[config.mk]
export PLATFORM = sky130hd
export DESIGN_NAME = prog_crc_unit
export DESIGN_NICKNAME = d
export VERILOG_FILES = /design/src/rtl/crc_unit_pkg.sv /design/src/rtl/crc_in_reorder.sv /design/src/rtl/crc_advance.sv /design/src/rtl/crc_regfile.sv /design/src/rtl/prog_crc_unit.sv
export SDC_FILE = /design/constraint.sdc
export NUM_CORES = 2
export LEC_CHECK = 0
export ABC_AREA = 1
export BUFFER_PORTS_ARGS = -buffer_cell sky130_fd_sc_hd__buf_2
export CAP_MARGIN = 40
export CELL_PAD_IN_SITES_DETAIL_PLACEMENT = 1
export CELL_PAD_IN_SITES_GLOBAL_PLACEMENT = 2
export CORE_MARGIN = 4
export CORE_UTILIZATION = 37
export DETAILED_ROUTE_END_ITERATION = 6
export PLACE_DENSITY = 0.94
export SYNTH_ARGS = -nofsm -noshare
export SYNTH_HDL_FRONTEND = slang
export SYNTH_SLANG_ARGS = --single-unit
[constraint.sdc]
create_clock -name clk -period 13.9 [get_ports clk]
set_input_delay 1.39 -clock clk [delete_from_list [all_inputs] [get_ports clk]]
set_output_delay 1.39 -clock clk [all_outputs]
set_load 0.01 [all_outputs]
[src/rtl/crc_unit_pkg.sv]
package crc_unit_pkg;
  localparam int unsigned CRC_W  = 32;
  localparam int unsigned LANE_W = 8;
  localparam int unsigned LANES  = CRC_W / LANE_W;

  typedef enum logic [1:0] {
    REV_NONE = 2'b00,
    REV_BYTE = 2'b01,
    REV_HALF = 2'b10,
    REV_WORD = 2'b11
  } rev_mode_e;

  function automatic logic [CRC_W-1:0] flip_word(input logic [CRC_W-1:0] x);
    logic [CRC_W-1:0] r;
    for (int i = 0; i < CRC_W; i++) r[i] = x[CRC_W-1-i];
    return r;
  endfunction

  function automatic logic [LANE_W-1:0] flip_lane(input logic [LANE_W-1:0] x);
    logic [LANE_W-1:0] r;
    for (int i = 0; i < LANE_W; i++) r[i] = x[LANE_W-1-i];
    return r;
  endfunction
endpackage

[src/rtl/crc_in_reorder.sv]
module crc_in_reorder
  import crc_unit_pkg::*;
#(
  parameter int unsigned W    = CRC_W,
  parameter int unsigned LANE = LANE_W
) (
  input  rev_mode_e      mode,
  input  logic [W-1:0]   din,
  output logic [W-1:0]   dout
);
  localparam int unsigned NSIZES = 3;

  // one candidate per group size: LANE, 2*LANE, 4*LANE
  for (genvar s = 0; s < NSIZES; s++) begin : g_size
    localparam int unsigned G = LANE << s;
    logic [W-1:0] r;
    for (genvar i = 0; i < W; i++) begin : g_bit
      assign r[i] = din[(i / G) * G + G - 1 - (i % G)];
    end
  end

  always_comb begin
    unique case (mode)
      REV_NONE: dout = din;
      REV_BYTE: dout = g_size[0].r;
      REV_HALF: dout = g_size[1].r;
      default:  dout = g_size[2].r;
    endcase
  end
endmodule

[src/rtl/crc_advance.sv]
module crc_advance
  import crc_unit_pkg::*;
#(
  parameter int unsigned CW   = CRC_W,
  parameter int unsigned IN_W = CRC_W
) (
  input  logic [CW-1:0]   crc_in,
  input  logic [CW-1:0]   poly,
  input  logic [IN_W-1:0] din,
  output logic [CW-1:0]   crc_out
);
  logic [CW-1:0] c;
  logic          fb;

  // unrolled MSB-first shift/XOR over the whole input
  always_comb begin
    c  = crc_in;
    fb = 1'b0;
    for (int i = IN_W - 1; i >= 0; i--) begin
      fb = c[CW-1] ^ din[i];
      c  = {c[CW-2:0], 1'b0} ^ ({CW{fb}} & poly);
    end
    crc_out = c;
  end
endmodule

[src/rtl/crc_regfile.sv]
module crc_regfile
  import crc_unit_pkg::*;
#(
  parameter int unsigned      ADDR_W   = 5,
  parameter logic [CRC_W-1:0] RST_SEED = 32'hFFFF_FFFF,
  parameter logic [CRC_W-1:0] RST_POLY = 32'h04C1_1DB7
) (
  input  logic              clk,
  input  logic              rst,
  input  logic              sel,
  input  logic              we,
  input  logic [ADDR_W-1:0] addr,
  input  logic [LANES-1:0]  be,
  input  logic [CRC_W-1:0]  wdata,
  input  logic [CRC_W-1:0]  acc,
  output logic [CRC_W-1:0]  rdata,
  output logic              rvalid,
  output logic [CRC_W-1:0]  seed_q,
  output logic [CRC_W-1:0]  poly_q,
  output rev_mode_e         rev_in,
  output logic              rev_out,
  output logic              load_p,
  output logic              word_we,
  output logic              byte_we,
  output logic [LANE_W-1:0] byte_val
);
  localparam logic [ADDR_W-1:0] OFS_DATA = ADDR_W'('h00);
  localparam logic [ADDR_W-1:0] OFS_CTRL = ADDR_W'('h08);
  localparam logic [ADDR_W-1:0] OFS_SEED = ADDR_W'('h10);
  localparam logic [ADDR_W-1:0] OFS_POLY = ADDR_W'('h14);

  logic wr, rd;
  logic hit_data, hit_ctrl, hit_seed, hit_poly;
  logic unused_wbits;

  assign wr       = sel & we;
  assign rd       = sel & ~we;
  assign hit_data = (addr == OFS_DATA);
  assign hit_ctrl = (addr == OFS_CTRL);
  assign hit_seed = (addr == OFS_SEED);
  assign hit_poly = (addr == OFS_POLY);
  assign unused_wbits = ^{wdata[CRC_W-1:LANE_W], wdata[4:1]};

  // seed and polynomial registers, written lane by lane
  for (genvar l = 0; l < LANES; l++) begin : g_lane
    always_ff @(posedge clk) begin
      if (rst) begin
        seed_q[l*LANE_W +: LANE_W] <= RST_SEED[l*LANE_W +: LANE_W];
        poly_q[l*LANE_W +: LANE_W] <= RST_POLY[l*LANE_W +: LANE_W];
      end else begin
        if (wr && hit_seed && be[l]) seed_q[l*LANE_W +: LANE_W] <= wdata[l*LANE_W +: LANE_W];
        if (wr && hit_poly && be[l]) poly_q[l*LANE_W +: LANE_W] <= wdata[l*LANE_W +: LANE_W];
      end
    end
  end

  // mode bits of the control register
  always_ff @(posedge clk) begin
    if (rst) begin
      rev_in  <= REV_NONE;
      rev_out <= 1'b0;
    end else if (wr && hit_ctrl && be[0]) begin
      rev_in  <= rev_mode_e'(wdata[6:5]);
      rev_out <= wdata[7];
    end
  end

  // strobes towards the engine
  assign load_p  = wr & hit_ctrl & be[0] & wdata[0];
  assign word_we = wr & hit_data & (be == {LANES{1'b1}});
  assign byte_we = wr & hit_data & $onehot(be);

  always_comb begin
    byte_val = '0;
    for (int l = 0; l < LANES; l++)
      if (be[l]) byte_val = byte_val | wdata[l*LANE_W +: LANE_W];
  end

  // registered read port
  always_ff @(posedge clk) begin
    if (rst) begin
      rdata  <= '0;
      rvalid <= 1'b0;
    end else begin
      rvalid <= rd;
      if (rd) begin
        unique case (1'b1)
          hit_data: rdata <= rev_out ? flip_word(acc) : acc;
          hit_ctrl: rdata <= {{(CRC_W-8){1'b0}}, rev_out, rev_in, 5'b0};
          hit_seed: rdata <= seed_q;
          hit_poly: rdata <= poly_q;
          default:  rdata <= '0;
        endcase
      end
    end
  end
endmodule

[src/rtl/prog_crc_unit.sv]
module prog_crc_unit
  import crc_unit_pkg::*;
#(
  parameter int unsigned      ADDR_W   = 5,
  parameter logic [CRC_W-1:0] RST_SEED = 32'hFFFF_FFFF,
  parameter logic [CRC_W-1:0] RST_POLY = 32'h04C1_1DB7
) (
  input  logic              clk,
  input  logic              rst,
  input  logic              bus_sel,
  input  logic              bus_we,
  input  logic [ADDR_W-1:0] bus_addr,
  input  logic [LANES-1:0]  bus_be,
  input  logic [CRC_W-1:0]  bus_wdata,
  output logic [CRC_W-1:0]  bus_rdata,
  output logic              bus_rvalid
);
  logic [CRC_W-1:0]  acc_q, act_poly_q;
  logic [CRC_W-1:0]  seed_val, poly_val;
  rev_mode_e         rev_in;
  logic              rev_out;
  logic              load_p, word_we, byte_we;
  logic [LANE_W-1:0] byte_val, byte_in;
  logic [CRC_W-1:0]  word_in, nxt_word, nxt_byte;

  crc_regfile #(
    .ADDR_W  (ADDR_W),
    .RST_SEED(RST_SEED),
    .RST_POLY(RST_POLY)
  ) u_regs (
    .clk     (clk),
    .rst     (rst),
    .sel     (bus_sel),
    .we      (bus_we),
    .addr    (bus_addr),
    .be      (bus_be),
    .wdata   (bus_wdata),
    .acc     (acc_q),
    .rdata   (bus_rdata),
    .rvalid  (bus_rvalid),
    .seed_q  (seed_val),
    .poly_q  (poly_val),
    .rev_in  (rev_in),
    .rev_out (rev_out),
    .load_p  (load_p),
    .word_we (word_we),
    .byte_we (byte_we),
    .byte_val(byte_val)
  );

  crc_in_reorder #(.W(CRC_W), .LANE(LANE_W)) u_reorder (
    .mode(rev_in),
    .din (bus_wdata),
    .dout(word_in)
  );

  assign byte_in = (rev_in == REV_NONE) ? byte_val : flip_lane(byte_val);

  crc_advance #(.CW(CRC_W), .IN_W(CRC_W)) u_adv_word (
    .crc_in (acc_q),
    .poly   (act_poly_q),
    .din    (word_in),
    .crc_out(nxt_word)
  );

  crc_advance #(.CW(CRC_W), .IN_W(LANE_W)) u_adv_byte (
    .crc_in (acc_q),
    .poly   (act_poly_q),
    .din    (byte_in),
    .crc_out(nxt_byte)
  );

  always_ff @(posedge clk) begin
    if (rst) begin
      acc_q      <= RST_SEED;
      act_poly_q <= RST_POLY;
    end else if (load_p) begin
      acc_q      <= seed_val;
      act_poly_q <= poly_val;
    end else if (word_we) begin
      acc_q      <= nxt_word;
    end else if (byte_we) begin
      acc_q      <= nxt_byte;
    end
  end
endmodule

==> flow_summary.toml <==
[clock_tree]
numCtsBuffers = 17
ctsRootBufferMaster = "clkbuf_16"
clk_pin_slew_ns = 0.09
cts_tree = "built"
h-tree-depth = 4
cts.sinks = 164
cts_buffer_depth = 2
insertion_delay_ns = 0.47

[detailed_routing]
ant_nets = 0
vias = 33500
drc = 0
first_pass_iters = 6
drtIter0Drc = 2578
routedWlPerCell_um = 19.9
vias_per_cell = 5.32
finalWirelength_mm = 125

[power]
power_density_nw_per_um2 = 239
clockPowerShare_pct = 6.8
seqPwrFrac_pct = 6.2
irDropWorstVdd_uv = 157
pwr-share-comb_pct = 87.0
switching_power_mw = 4.27
total_power_mw = 7.62
total_leakage_power_nw = 15.3
switching_share_pct = 56.0
internal-power_mw = 3.35

[sta]
worst_slack_ns = 1.35
fin_crit_ns = 12.55
worst_pin_slew_ns = 0.954
slew_viol_final = 0
setup_viol = 0
fin_crit_sh_pct = 90.3
fmax_mhz = 79.7
maxSlewHeadroom_pct = 36.4
final-hold-violation-count = 0
fin_skew_ns = 0.0193

[status]
run_status = "complete, no violations"

[die]
chipHeight_um = 293
die_width_um = 293
die_area_um2 = 85900
row_count = 104
core_um2 = 80500
start_util_pct = 37.3
io_pins = 78

[worst_setup_path]
end_kind = "flip-flop"
cp-start-kind = "input port"
reg2reg_slack_ns = 1.49
worst_path_most_repeated_cell = "nand2_1"
crit_arrival_ns = 12.97
timing_worst_setup_path_type = "in -> reg"
critPathRequiredTime_ns = 14.32
slowest_delay_ns = 0.28
cp_slowest_cell = "buf_6"
worstPathMaxFanout = 38

[finish]
layout.nets = 5271
fillers = 11200
drive_gt1_share_pct = 6.94
area_delta_synth_final_pct = 6.03
final_cell_mix = "2,153 x nand2_1, 663 x xnor2_1, 424 x nand3_1"
final_common_cell = "nand2_1"

[synthesis]
ys_top_cells_by_area = "nand2_1 27%, xnor2_1 19%, dfxtp_1 11%"
yosysTopAreaCell = "nand2_1"
synth_cells = 5400
yosysTopAreaCellShare_pct = 27.0
synth.distinct_cells = 39
syn_area_um2 = 30100
synth_nets = 5450
ys_seq_elements = 164
synth_warnings = 0
syn_avg_cell_area_um2 = 5.57
synth_seq_area_share_pct = 10.9

[grt]
grt_max_degree = 71
first_global_vias = 32300
grt_use_total_pct = 28.1
antenna_found_initial = 2
overflow = 0
grt_pass1_wl_mm = 193

[placement]
hpwlAfterDp_mm = 94.1
dpl_worst_slack_ns = -0.540
io_buffers = 77
gp_congestion = 0.959

[run]
drv_cap = 0

[min_path]
hold_class = "reg -> reg"
==> cells by family after synthesis <==
family          count (synthesis)  synth area share [%]
compound gates                461                  9.14
simple gates                 2972                  40.2
fa+ha+maj                       5                 0.233
xor+xnor                      954                  27.8
buf+inv                       844                  11.7
flops                         164                  10.9
==> cell usage after synthesis <==
master and number:
nor2_1 267, nand2_1 2161, o211ai_1 109, buf_4 38, o2111ai_1 2, nand4_2 3, o221ai_1 31, xor2_1 291
buf_2 78, nand3_2 14, a211oi_1 2, nand3b_1 6, a221oi_1 8, nand2_4 6, buf_6 13, nor3_1 3
a32oi_1 1, o22ai_1 1, buf_1 90, xnor2_1 663, nand4_1 21, dfxtp_1 164, inv_2 9, fa_1 1
nand2b_1 2, o21ai_0 134, nand2_2 35, ha_1 4, nor2_2 4, nand3_1 424, clkinv_1 26, inv_1 407
o31ai_1 1, and2_1 1, nor2_4 1, or2_2 24, clkbuf_1 183, a21oi_1 168, o21ai_1 4
==> final cells by class <==
type	instances	area, µm²	share of cell area (%)
Antenna cell	2	5.00	0.0157
Inverter	442	1660	5.21
Timing Repair Buffer	201	1520	4.76
Tap cell	1060	1330	4.16
Clock buffer	17	425	1.33
Sequential cell	164	3300	10.4
Clock inverter	15	196	0.616
Multi-Input combinational cell	4395	23400	73.5
==> state kept, by name, indices dropped and copies added (netlist names) <==
register        count
u_regs.rev_out      1
u_regs.poly_q      32
u_regs.seed_q      32
acc_q              32
act_poly_q         32
u_regs.rev_in       2
u_regs.rvalid       1
u_regs.rdata       32
==> what timing repair did <==
item,in CTS,in global routing
hold buffers,0,0
pin swaps,0,6
cloned,0,3
endpoints found under the setup margin,16,32
buffers inserted,0,8
gates resized for setup,1,58
==> power groups by stage <==
stage | logic (mW) | clock network, mW | registers [mW]
after global placement | 6.24 | 0 | 0.487
after global routing | 7.43 | 0.542 | 0.476
after floorplan | 5.27 | 0 | 0.486
after detailed placement | 6.41 | 0 | 0.486
after CTS | 6.47 | 0.521 | 0.475
final | 6.63 | 0.517 | 0.476
==> worst paths after layout <==
path,from,end,cells after the start
max,bus_wdata[0],acc_q[16],89
min reg2reg,u_regs.rdata[17],u_regs.rdata[17],2
max reg2reg,u_regs.rev_in[1],acc_q[16],89
min,u_regs.rdata[17],u_regs.rdata[17],2
==> metal layers <==
metal,up-vias,wire (µm),global-route usage [%]
li1,16300,-,-
met1,16100,56100,38.0
met2,906,54900,44.8
met3,232,6280,2.58
met4,2,7740,14.4
met5,-,16,0
==> metrics by stage <==
| step | cells | util [%] | instance area (µm²) | hold slack [ns] | TNS [ns] |
|---|---|---|---|---|---|
| after floorplan | 5400 | - | 30100 | 0.446 | 0 |
| after global placement | 6244 | 38.2 | 30800 | 0.451 | 0 |
| after detailed placement | 6251 | 38.3 | 30900 | 0.456 | -14.71 |
| after CTS | 6283 | 39.1 | 31500 | 0.467 | 0 |
| after global routing | 6294 | 39.6 | 31900 | 0.486 | -0.144 |
| final | 6296 | 39.6 | 31900 | 0.468 | 0 |
==> worst max-delay path: cells and delay by family <==
kind,cells,cell delay (ns)
xor+xnor,4,0.76
buf+inv,9,1.67
simple gates,76,9.04
No activity file was read; power rests on OpenSTA's default activity.
